`src/rtl/dram_upkeep_pkg.sv`:
```
package dram_upkeep_pkg;

  typedef enum logic [1:0] {
    PH_IDLE     = 2'd0,
    PH_CAS_LEAD = 2'd1,
    PH_RAS_LOW  = 2'd2,
    PH_PRECHG   = 2'd3
  } strobe_phase_t;

  function automatic int unsigned cnt_width(input int unsigned n);
    return (n < 2) ? 1 : $clog2(n + 1);
  endfunction

endpackage

```
`src/rtl/dram_upkeep_pause.sv`:
```
module dram_upkeep_pause
  import dram_upkeep_pkg::*;
#(
  parameter int unsigned PAUSE_CYC = 10000
) (
  input  logic clk,
  input  logic rst_n,
  output logic done_o
);
  localparam int unsigned CW = cnt_width(PAUSE_CYC);

  logic [CW-1:0] cnt_q, cnt_d;
  logic          done_q, done_d;

  always_comb begin
    cnt_d  = cnt_q;
    done_d = done_q;
    if (!done_q) begin
      if (cnt_q == CW'(PAUSE_CYC - 1)) done_d = 1'b1;
      else                             cnt_d  = cnt_q + 1'b1;
    end
  end

  always_ff @(posedge clk or negedge rst_n) begin
    if (!rst_n) begin
      cnt_q  <= '0;
      done_q <= 1'b0;
    end else begin
      cnt_q  <= cnt_d;
      done_q <= done_d;
    end
  end

  assign done_o = done_q;

  // once the pause has ended it never ends again until reset
  assert_pause_once_R1: assert property (@(posedge clk) disable iff (!rst_n)
    done_o |=> done_o);

endmodule

```
`src/rtl/dram_upkeep_ledger.sv`:
```
module dram_upkeep_ledger
  import dram_upkeep_pkg::*;
#(
  parameter int unsigned WAKE_CNT     = 8,
  parameter int unsigned INTERVAL_CYC = 780,
  parameter int unsigned BACKLOG_MAX  = 8
) (
  input  logic clk,
  input  logic rst_n,
  input  logic cyc_done_i,
  output logic pending_o,
  output logic init_done_o,
  output logic urgent_o,
  output logic ovf_o
);
  localparam int unsigned WW = cnt_width(WAKE_CNT);
  localparam int unsigned OW = cnt_width(BACKLOG_MAX);
  localparam int unsigned TW = cnt_width(INTERVAL_CYC);

  logic [WW-1:0] wake_q, wake_d;
  logic [OW-1:0] owed_q, owed_d;
  logic [TW-1:0] tmr_q, tmr_d;
  logic          ready, tick, at_cap, ovf;

  always_comb begin
    ready  = (wake_q == '0);
    tick   = ready && (tmr_q == TW'(INTERVAL_CYC - 1));
    at_cap = (owed_q == OW'(BACKLOG_MAX));
    ovf    = tick && at_cap && !cyc_done_i;

    tmr_d  = (!ready || tick) ? '0 : tmr_q + 1'b1;
    wake_d = wake_q;
    owed_d = owed_q;
    if (ovf) begin
      wake_d = WW'(WAKE_CNT);
      owed_d = '0;
    end else begin
      if (cyc_done_i && !ready) wake_d = wake_q - 1'b1;
      if (tick && !(cyc_done_i && ready))      owed_d = owed_q + 1'b1;
      else if (!tick && cyc_done_i && ready)   owed_d = owed_q - 1'b1;
    end
  end

  always_ff @(posedge clk or negedge rst_n) begin
    if (!rst_n) begin
      wake_q <= WW'(WAKE_CNT);
      owed_q <= '0;
      tmr_q  <= '0;
    end else begin
      wake_q <= wake_d;
      owed_q <= owed_d;
      tmr_q  <= tmr_d;
    end
  end

  assign pending_o   = (wake_q != '0) || (owed_q != '0);
  assign init_done_o = ready;
  assign urgent_o    = at_cap;
  assign ovf_o       = ovf;

  // backlog never exceeds its cap
  assert_backlog_cap_R8: assert property (@(posedge clk) disable iff (!rst_n)
    owed_q <= OW'(BACKLOG_MAX));

  // overflow reloads the wake-up count and clears the backlog
  assert_ovf_reinit_R9: assert property (@(posedge clk) disable iff (!rst_n)
    ovf_o |=> (wake_q == WW'(WAKE_CNT)) && (owed_q == '0) && !init_done_o);

  // the ready phase starts with nothing owed
  assert_clean_start_R6: assert property (@(posedge clk) disable iff (!rst_n)
    $rose(init_done_o) |-> (owed_q == '0));

endmodule

```
`src/rtl/dram_upkeep_strobe.sv`:
```
module dram_upkeep_strobe
  import dram_upkeep_pkg::*;
#(
  parameter int unsigned CSR_CYC = 1,
  parameter int unsigned RAS_CYC = 3,
  parameter int unsigned PRE_CYC = 2
) (
  input  logic clk,
  input  logic rst_n,
  input  logic go_i,
  input  logic grant_i,
  output logic ras_n_o,
  output logic cas_n_o,
  output logic busy_o,
  output logic done_o
);
  localparam int unsigned LONG_AB = (CSR_CYC > RAS_CYC) ? CSR_CYC : RAS_CYC;
  localparam int unsigned LONGEST = (LONG_AB > PRE_CYC) ? LONG_AB : PRE_CYC;
  localparam int unsigned PW      = cnt_width(LONGEST);

  strobe_phase_t phase_q, phase_d;
  logic [PW-1:0] cnt_q, cnt_d;
  logic          done;

  always_comb begin
    phase_d = phase_q;
    cnt_d   = cnt_q;
    done    = 1'b0;
    unique case (phase_q)
      PH_IDLE: begin
        if (go_i && grant_i) begin
          phase_d = PH_CAS_LEAD;
          cnt_d   = '0;
        end
      end
      PH_CAS_LEAD: begin
        if (cnt_q == PW'(CSR_CYC - 1)) begin
          phase_d = PH_RAS_LOW;
          cnt_d   = '0;
        end else cnt_d = cnt_q + 1'b1;
      end
      PH_RAS_LOW: begin
        if (cnt_q == PW'(RAS_CYC - 1)) begin
          phase_d = PH_PRECHG;
          cnt_d   = '0;
        end else cnt_d = cnt_q + 1'b1;
      end
      PH_PRECHG: begin
        if (cnt_q == PW'(PRE_CYC - 1)) begin
          phase_d = PH_IDLE;
          cnt_d   = '0;
          done    = 1'b1;
        end else cnt_d = cnt_q + 1'b1;
      end
      default: phase_d = PH_IDLE;
    endcase
  end

  always_ff @(posedge clk or negedge rst_n) begin
    if (!rst_n) begin
      phase_q <= PH_IDLE;
      cnt_q   <= '0;
    end else begin
      phase_q <= phase_d;
      cnt_q   <= cnt_d;
    end
  end

  assign cas_n_o = !((phase_q == PH_CAS_LEAD) || (phase_q == PH_RAS_LOW));
  assign ras_n_o = (phase_q != PH_RAS_LOW);
  assign busy_o  = (phase_q != PH_IDLE);
  assign done_o  = done;

  // RAS falls only with CAS already low in the previous cycle
  assert_cas_before_ras_R4: assert property (@(posedge clk) disable iff (!rst_n)
    $fell(ras_n_o) |-> (!cas_n_o && $past(!cas_n_o)));

  // a cycle opens only after a clock with the grant present
  assert_start_granted_R3: assert property (@(posedge clk) disable iff (!rst_n)
    $fell(cas_n_o) |-> $past(grant_i));

  // RAS and CAS return high together to begin precharge
  assert_prechg_entry_R5: assert property (@(posedge clk) disable iff (!rst_n)
    $rose(ras_n_o) |-> $rose(cas_n_o));

endmodule

```
`src/rtl/dram_upkeep_seq.sv`:
```
module dram_upkeep_seq
  import dram_upkeep_pkg::*;
#(
  parameter int unsigned PAUSE_CYC    = 10000,
  parameter int unsigned WAKE_CNT     = 8,
  parameter int unsigned INTERVAL_CYC = 780,
  parameter int unsigned BACKLOG_MAX  = 8,
  parameter int unsigned CSR_CYC      = 1,
  parameter int unsigned RAS_CYC      = 3,
  parameter int unsigned PRE_CYC      = 2,
  parameter int unsigned CAS_LANES    = 2
) (
  input  logic                 clk,
  input  logic                 rst_n,
  input  logic                 grant_i,
  output logic                 req_o,
  output logic                 urgent_o,
  output logic                 busy_o,
  output logic                 init_done_o,
  output logic                 err_o,
  output logic                 ras_n_o,
  output logic [CAS_LANES-1:0] cas_n_o
);
  logic rst_meta_q, rst_sync_q;
  logic pause_done, pending, cyc_done, busy, cas_n;

  always_ff @(posedge clk or negedge rst_n) begin
    if (!rst_n) begin
      rst_meta_q <= 1'b0;
      rst_sync_q <= 1'b0;
    end else begin
      rst_meta_q <= 1'b1;
      rst_sync_q <= rst_meta_q;
    end
  end

  dram_upkeep_pause #(.PAUSE_CYC(PAUSE_CYC)) u_pause (
    .clk    (clk),
    .rst_n  (rst_sync_q),
    .done_o (pause_done)
  );

  dram_upkeep_ledger #(
    .WAKE_CNT    (WAKE_CNT),
    .INTERVAL_CYC(INTERVAL_CYC),
    .BACKLOG_MAX (BACKLOG_MAX)
  ) u_ledger (
    .clk         (clk),
    .rst_n       (rst_sync_q),
    .cyc_done_i  (cyc_done),
    .pending_o   (pending),
    .init_done_o (init_done_o),
    .urgent_o    (urgent_o),
    .ovf_o       (err_o)
  );

  dram_upkeep_strobe #(
    .CSR_CYC(CSR_CYC),
    .RAS_CYC(RAS_CYC),
    .PRE_CYC(PRE_CYC)
  ) u_strobe (
    .clk     (clk),
    .rst_n   (rst_sync_q),
    .go_i    (pause_done && pending),
    .grant_i (grant_i),
    .ras_n_o (ras_n_o),
    .cas_n_o (cas_n),
    .busy_o  (busy),
    .done_o  (cyc_done)
  );

  assign cas_n_o = {CAS_LANES{cas_n}};
  assign busy_o  = busy;
  assign req_o   = busy || (pause_done && pending);

  // nothing is requested or strobed during the power-up pause
  assert_quiet_pause_R1: assert property (@(posedge clk) disable iff (!rst_sync_q)
    !pause_done |-> (!req_o && ras_n_o && (&cas_n_o)));

  // a full backlog always keeps the request raised
  assert_urgent_requests_R8: assert property (@(posedge clk) disable iff (!rst_sync_q)
    urgent_o |-> req_o);

  // no strobe is active outside a busy cycle
  assert_busy_covers_R10: assert property (@(posedge clk) disable iff (!rst_sync_q)
    (!ras_n_o || !cas_n) |-> busy_o);

endmodule

```
`config.mk`:
```
export PLATFORM = sky130hd
export DESIGN_NAME = dram_upkeep_seq
export DESIGN_NICKNAME = d
export VERILOG_FILES = /design/src/rtl/dram_upkeep_pkg.sv /design/src/rtl/dram_upkeep_pause.sv /design/src/rtl/dram_upkeep_ledger.sv /design/src/rtl/dram_upkeep_strobe.sv /design/src/rtl/dram_upkeep_seq.sv
export SDC_FILE = /design/constraint.sdc
export NUM_CORES = 1
export LEC_CHECK = 0
export BUFFER_PORTS_ARGS = -buffer_cell sky130_fd_sc_hd__buf_4
export CAP_MARGIN = 20
export CORE_AREA = 2 2 73 75
export DETAILED_ROUTE_END_ITERATION = 6
export DIE_AREA = 0 0 75 77
export GPL_ROUTABILITY_DRIVEN = 0
export PLACE_DENSITY = 0.7
export SLEW_MARGIN = 15
export SYNTH_ARGS = -nofsm -noshare
export SYNTH_HDL_FRONTEND = slang
export SYNTH_SLANG_ARGS = --single-unit
```
`constraint.sdc`:
```
create_clock -name clk -period 1.95 [get_ports clk]
set_clock_uncertainty 0.1 [all_clocks]
set_input_delay 0.0975 -clock clk [delete_from_list [all_inputs] [get_ports clk]]
set_output_delay 0.0975 -clock clk [all_outputs]
set_load 0.01 [all_outputs]
```
==> results.md <==
- Number of DRC violations after detailed-routing iteration 0: 81
- Maximum ir drop on the vdd rail: around 400 uV
- Synth Area per Inst: ~10 sq um
- Critical path class: register to register
- CTS tree: yes
- Post-layout worst setup margin: -0.463 ns
- First-pass iteration count of the detailed router: 4
- Total nets after synthesis: 233
- Total setup violations reported at the end of the flow: 14
- Class of the worst hold path: primary input to async pin
- H-tree levels: 2
- Static power due to leakage: roughly 1.4 nW
- Total gr overflow: 0
- Number of max-cap violations: 0
- Top cell type's share of synthesized area: 0.432
- Slew @ Worst Pin: around 0.50 ns
- Met1 usage: 0.214
- Kind of end point of the critical path: register
- HPWL after detailed placement: roughly 3.1 mm
- Total clock buffers created by CTS: 5
- Final Max Slew Viols: 0
- Flip-flop and latch count after synthesis: 39
- Antenna Cells: 0
- Full die area: ~5800 sq um
- Die height: 77 microns
- Met3 demand-to-capacity share in global routing: 0.0289
- Clock-pin slew on the worst setup and hold paths: ~0.070 ns
- Final total negative setup slack: -1.76 ns
- Global-route total usage across every layer: 0.170
- Predominant post-synthesis flop cell: sky130_fd_sc_hd__dfrtp_1
- IO Pins: 11
- Global-route wire length before repair: 7.58 mm
- DIE WIDTH: between 70 and 80 microns
- Placement row count: 26
- Final critical-path required period: 2.41 ns
- Highest clock rate: between 400 and 500 MHz
- Total power of the final layout: 1.63 mW
- Violated checks: setup timing
- Hold Vio Cnt, Final: 0
- Netlist Area Pre-Place: between 2000 and 2500 sq um
- DRC violation count after routing: 0
- Final period utilization: 1.24
- Final routed wire length divided by cell count: around 13 microns
- Maximum number of pins on one net before global-route repair: 38
- Warnings from Yosys: 0
- Count of flip-flops with a built-in enable after synthesis: 0
- Clock sinks: 39
- Relative slew slack: 0.664
- CTS root buffer: sky130_fd_sc_hd__clkbuf_8
- Instance count of the mapped netlist: around 210
- Most crowded layer after global routing: met2
- Unrepaired setup endpoints after global routing: yes
- Outcome: finished, violations left
- Dominant cell by count in the synthesized netlist: sky130_fd_sc_hd__dfrtp_1
- Insertion delay to the later sink of the worst-skew pair: about 0.3 ns
- Placeable core region: between 4000 and 5000 sq um
- Number of antenna violations at the first check in global routing: 0
- Total wire length: 4.64 mm
- Cell Pwr Density: 549 nW/um^2
- Fraction of the yosys area taken by sequential cells: 0.444
- Launching element type of the critical path: register
- Top post-synthesis cells by area: sky130_fd_sc_hd__dfrtp_1 (43%), sky130_fd_sc_hd__ha_1 (8.5%), sky130_fd_sc_hd__xnor2_1 (8.0%)
- Count of fill cells added during filler insertion: around 400
- Via count of the first global-routing pass: 1731
- Fraction of layout instances using a drive strength above 1: 0.335
- Max Root-Sink Buffers: 2
- Starting density of the core: 0.442
- Pre-CTS setup slack: -0.427 ns
- Vias after detailed routing: around 1800
- Number of buffer cells added on primary ports: 10
- Netlist cell types: roughly 50
- Post-synth top area cell: sky130_fd_sc_hd__dfrtp_1
- Post-route antenna net violation count: 0
- Largest fanout on the critical path: 4
- Layout Area Growth over Synthesis: 35.1%
- Average via count per standard cell: 5.14
- Async set or reset register ratio after synthesis: 1.00
- Arrival time worst endpoint: roughly 2.6 ns
- Net count of the finished layout: about 290
- Most common library cells after synthesis: sky130_fd_sc_hd__dfrtp_1 (38), sky130_fd_sc_hd__nor2_1 (21), sky130_fd_sc_hd__xnor2_1 (20), sky130_fd_sc_hd__nand2_1 (16)
- Endpoint required time on the critical path: between 2 and 2.5 ns
- Met2 track demand over resource in global routing: 0.281
==> metrics by stage <==
step           std cells  hold WS, ns  instance area, sq um  utilization
2_1_floorplan        214       -0.298                  2260            -
3_5_place_dp         327       -0.217                  2670        0.536
3_3_place_gp         327       -0.218                  2670        0.536
6_report             345       0.0123                  2970        0.598
5_1_grt              345       0.0311                  2970        0.598
4_1_cts              341      0.00191                  2870        0.577
==> cell usage in the layout, fill, tap and decap left out, types with 5 or more instances in the layout <==
cell,instances
sky130_fd_sc_hd__clkbuf_8,5
sky130_fd_sc_hd__ha_1,12
sky130_fd_sc_hd__nand4_1,6
sky130_fd_sc_hd__buf_4,51
sky130_fd_sc_hd__and3_1,6
sky130_fd_sc_hd__inv_1,11
sky130_fd_sc_hd__xnor2_1,20
sky130_fd_sc_hd__buf_6,5
sky130_fd_sc_hd__nand3_1,10
sky130_fd_sc_hd__dfrtp_1,38
sky130_fd_sc_hd__nor2_1,21
sky130_fd_sc_hd__nand2_1,16
==> final timing paths <==
path / from / end / slack, ns / cells past startpoint
setup / recovery: u_ledger.tmr_q[2]$_DFF_PN0_ / u_ledger.owed_q[3]$_DFFE_PN0P_ / -0.46 / 8
hold / removal: rst_n / rst_meta_q$_DFF_PN0_ / 0.01 / 2
setup reg to reg: u_ledger.tmr_q[2]$_DFF_PN0_ / u_ledger.owed_q[3]$_DFFE_PN0P_ / -0.46 / 8
hold reg to reg: rst_sync_q$_DFF_PN0_ / u_pause.cnt_q[2]$_DFFE_PN0P_ / 0.19 / 1
max in group asynchronous: rst_sync_q$_DFF_PN0_ / u_ledger.wake_q[3]$_DFFE_PN1P_ / 1.21 / 1
min in group clk: grant_i / u_strobe.cnt_q[0]$_DFFE_PN0N_ / 0.15 / 4
==> power breakdown <==
part	switching (mW)	total [mW]	internal, mW	leakage [nW]
clock	0.288	0.799	0.511	0.0654
combinational	0.0160	0.0213	0.00521	0.776
sequential	0.000430	0.811	0.810	0.512
==> registers in the layout, indices dropped and copies added (netlist names) <==
name,flops
rst_meta_q,1
u_ledger.tmr_q,10
u_pause.done_o,1
u_ledger.wake_q,4
u_strobe.phase_q,2
u_strobe.cnt_q,2
rst_sync_q,1
u_pause.cnt_q,14
u_ledger.owed_q,4
==> per-layer routing <==
metal / share of wire / up-vias
met4: 0.019 / 0
met5: 0 / -
met1: 0.42 / 855
met3: 0.033 / 12
met2: 0.52 / 46
li1: - / 861
==> logic make-up (layout without fill, tap and decap cells) <==
family | after synthesis | count (layout) | synth area share
and+or+nand+nor | 86 | 87 | 0.209
DFF | 39 | 39 | 0.444
xor gates and xnor gates | 24 | 24 | 0.0955
AOI/OAI and AO/OA | 20 | 20 | 0.0779
buffers and inverters | 20 | 80 | 0.0392
adders and majority gates | 16 | 16 | 0.0944
muxes | 8 | 8 | 0.0381
other | 1 | 1 | 0.00170
==> critical path, stage by stage, from the launching register on <==
cell and delay (ns):
sky130_fd_sc_hd__dfrtp_1 0.38, sky130_fd_sc_hd__or4b_4 0.56, sky130_fd_sc_hd__nor3_4 0.23, sky130_fd_sc_hd__nand3_4 0.14, sky130_fd_sc_hd__ha_4 0.33, sky130_fd_sc_hd__a21oi_4 0.07
sky130_fd_sc_hd__a211o_1 0.29, sky130_fd_sc_hd__mux2i_1 0.13, sky130_fd_sc_hd__o22a_1 0.14
==> layout make-up <==
type / instances / area (sq um) / share of cell area
Multi-Input combinational cell: 156 / 1270 / 0.427
Sequential cell: 39 / 977 / 0.329
Timing Repair Buffer: 57 / 449 / 0.151
Tap cell: 70 / 87.6 / 0.0294
Clock buffer: 6 / 72.6 / 0.0244
Clock inverter: 2 / 60.1 / 0.0202
Inverter: 15 / 56.3 / 0.0189
==> timing repair <==
action / 4_1_cts / 5_1_grt
pin swaps: 3 / 10
gates cloned: 0 / 1
setup buffers: 5 / 5
hold buffers: 1 / 0
resized for setup: 9 / 14
hold endpoints to repair: 2 / 0
setup endpoints to repair: 18 / 23
Power figures use the tool's default switching activity.
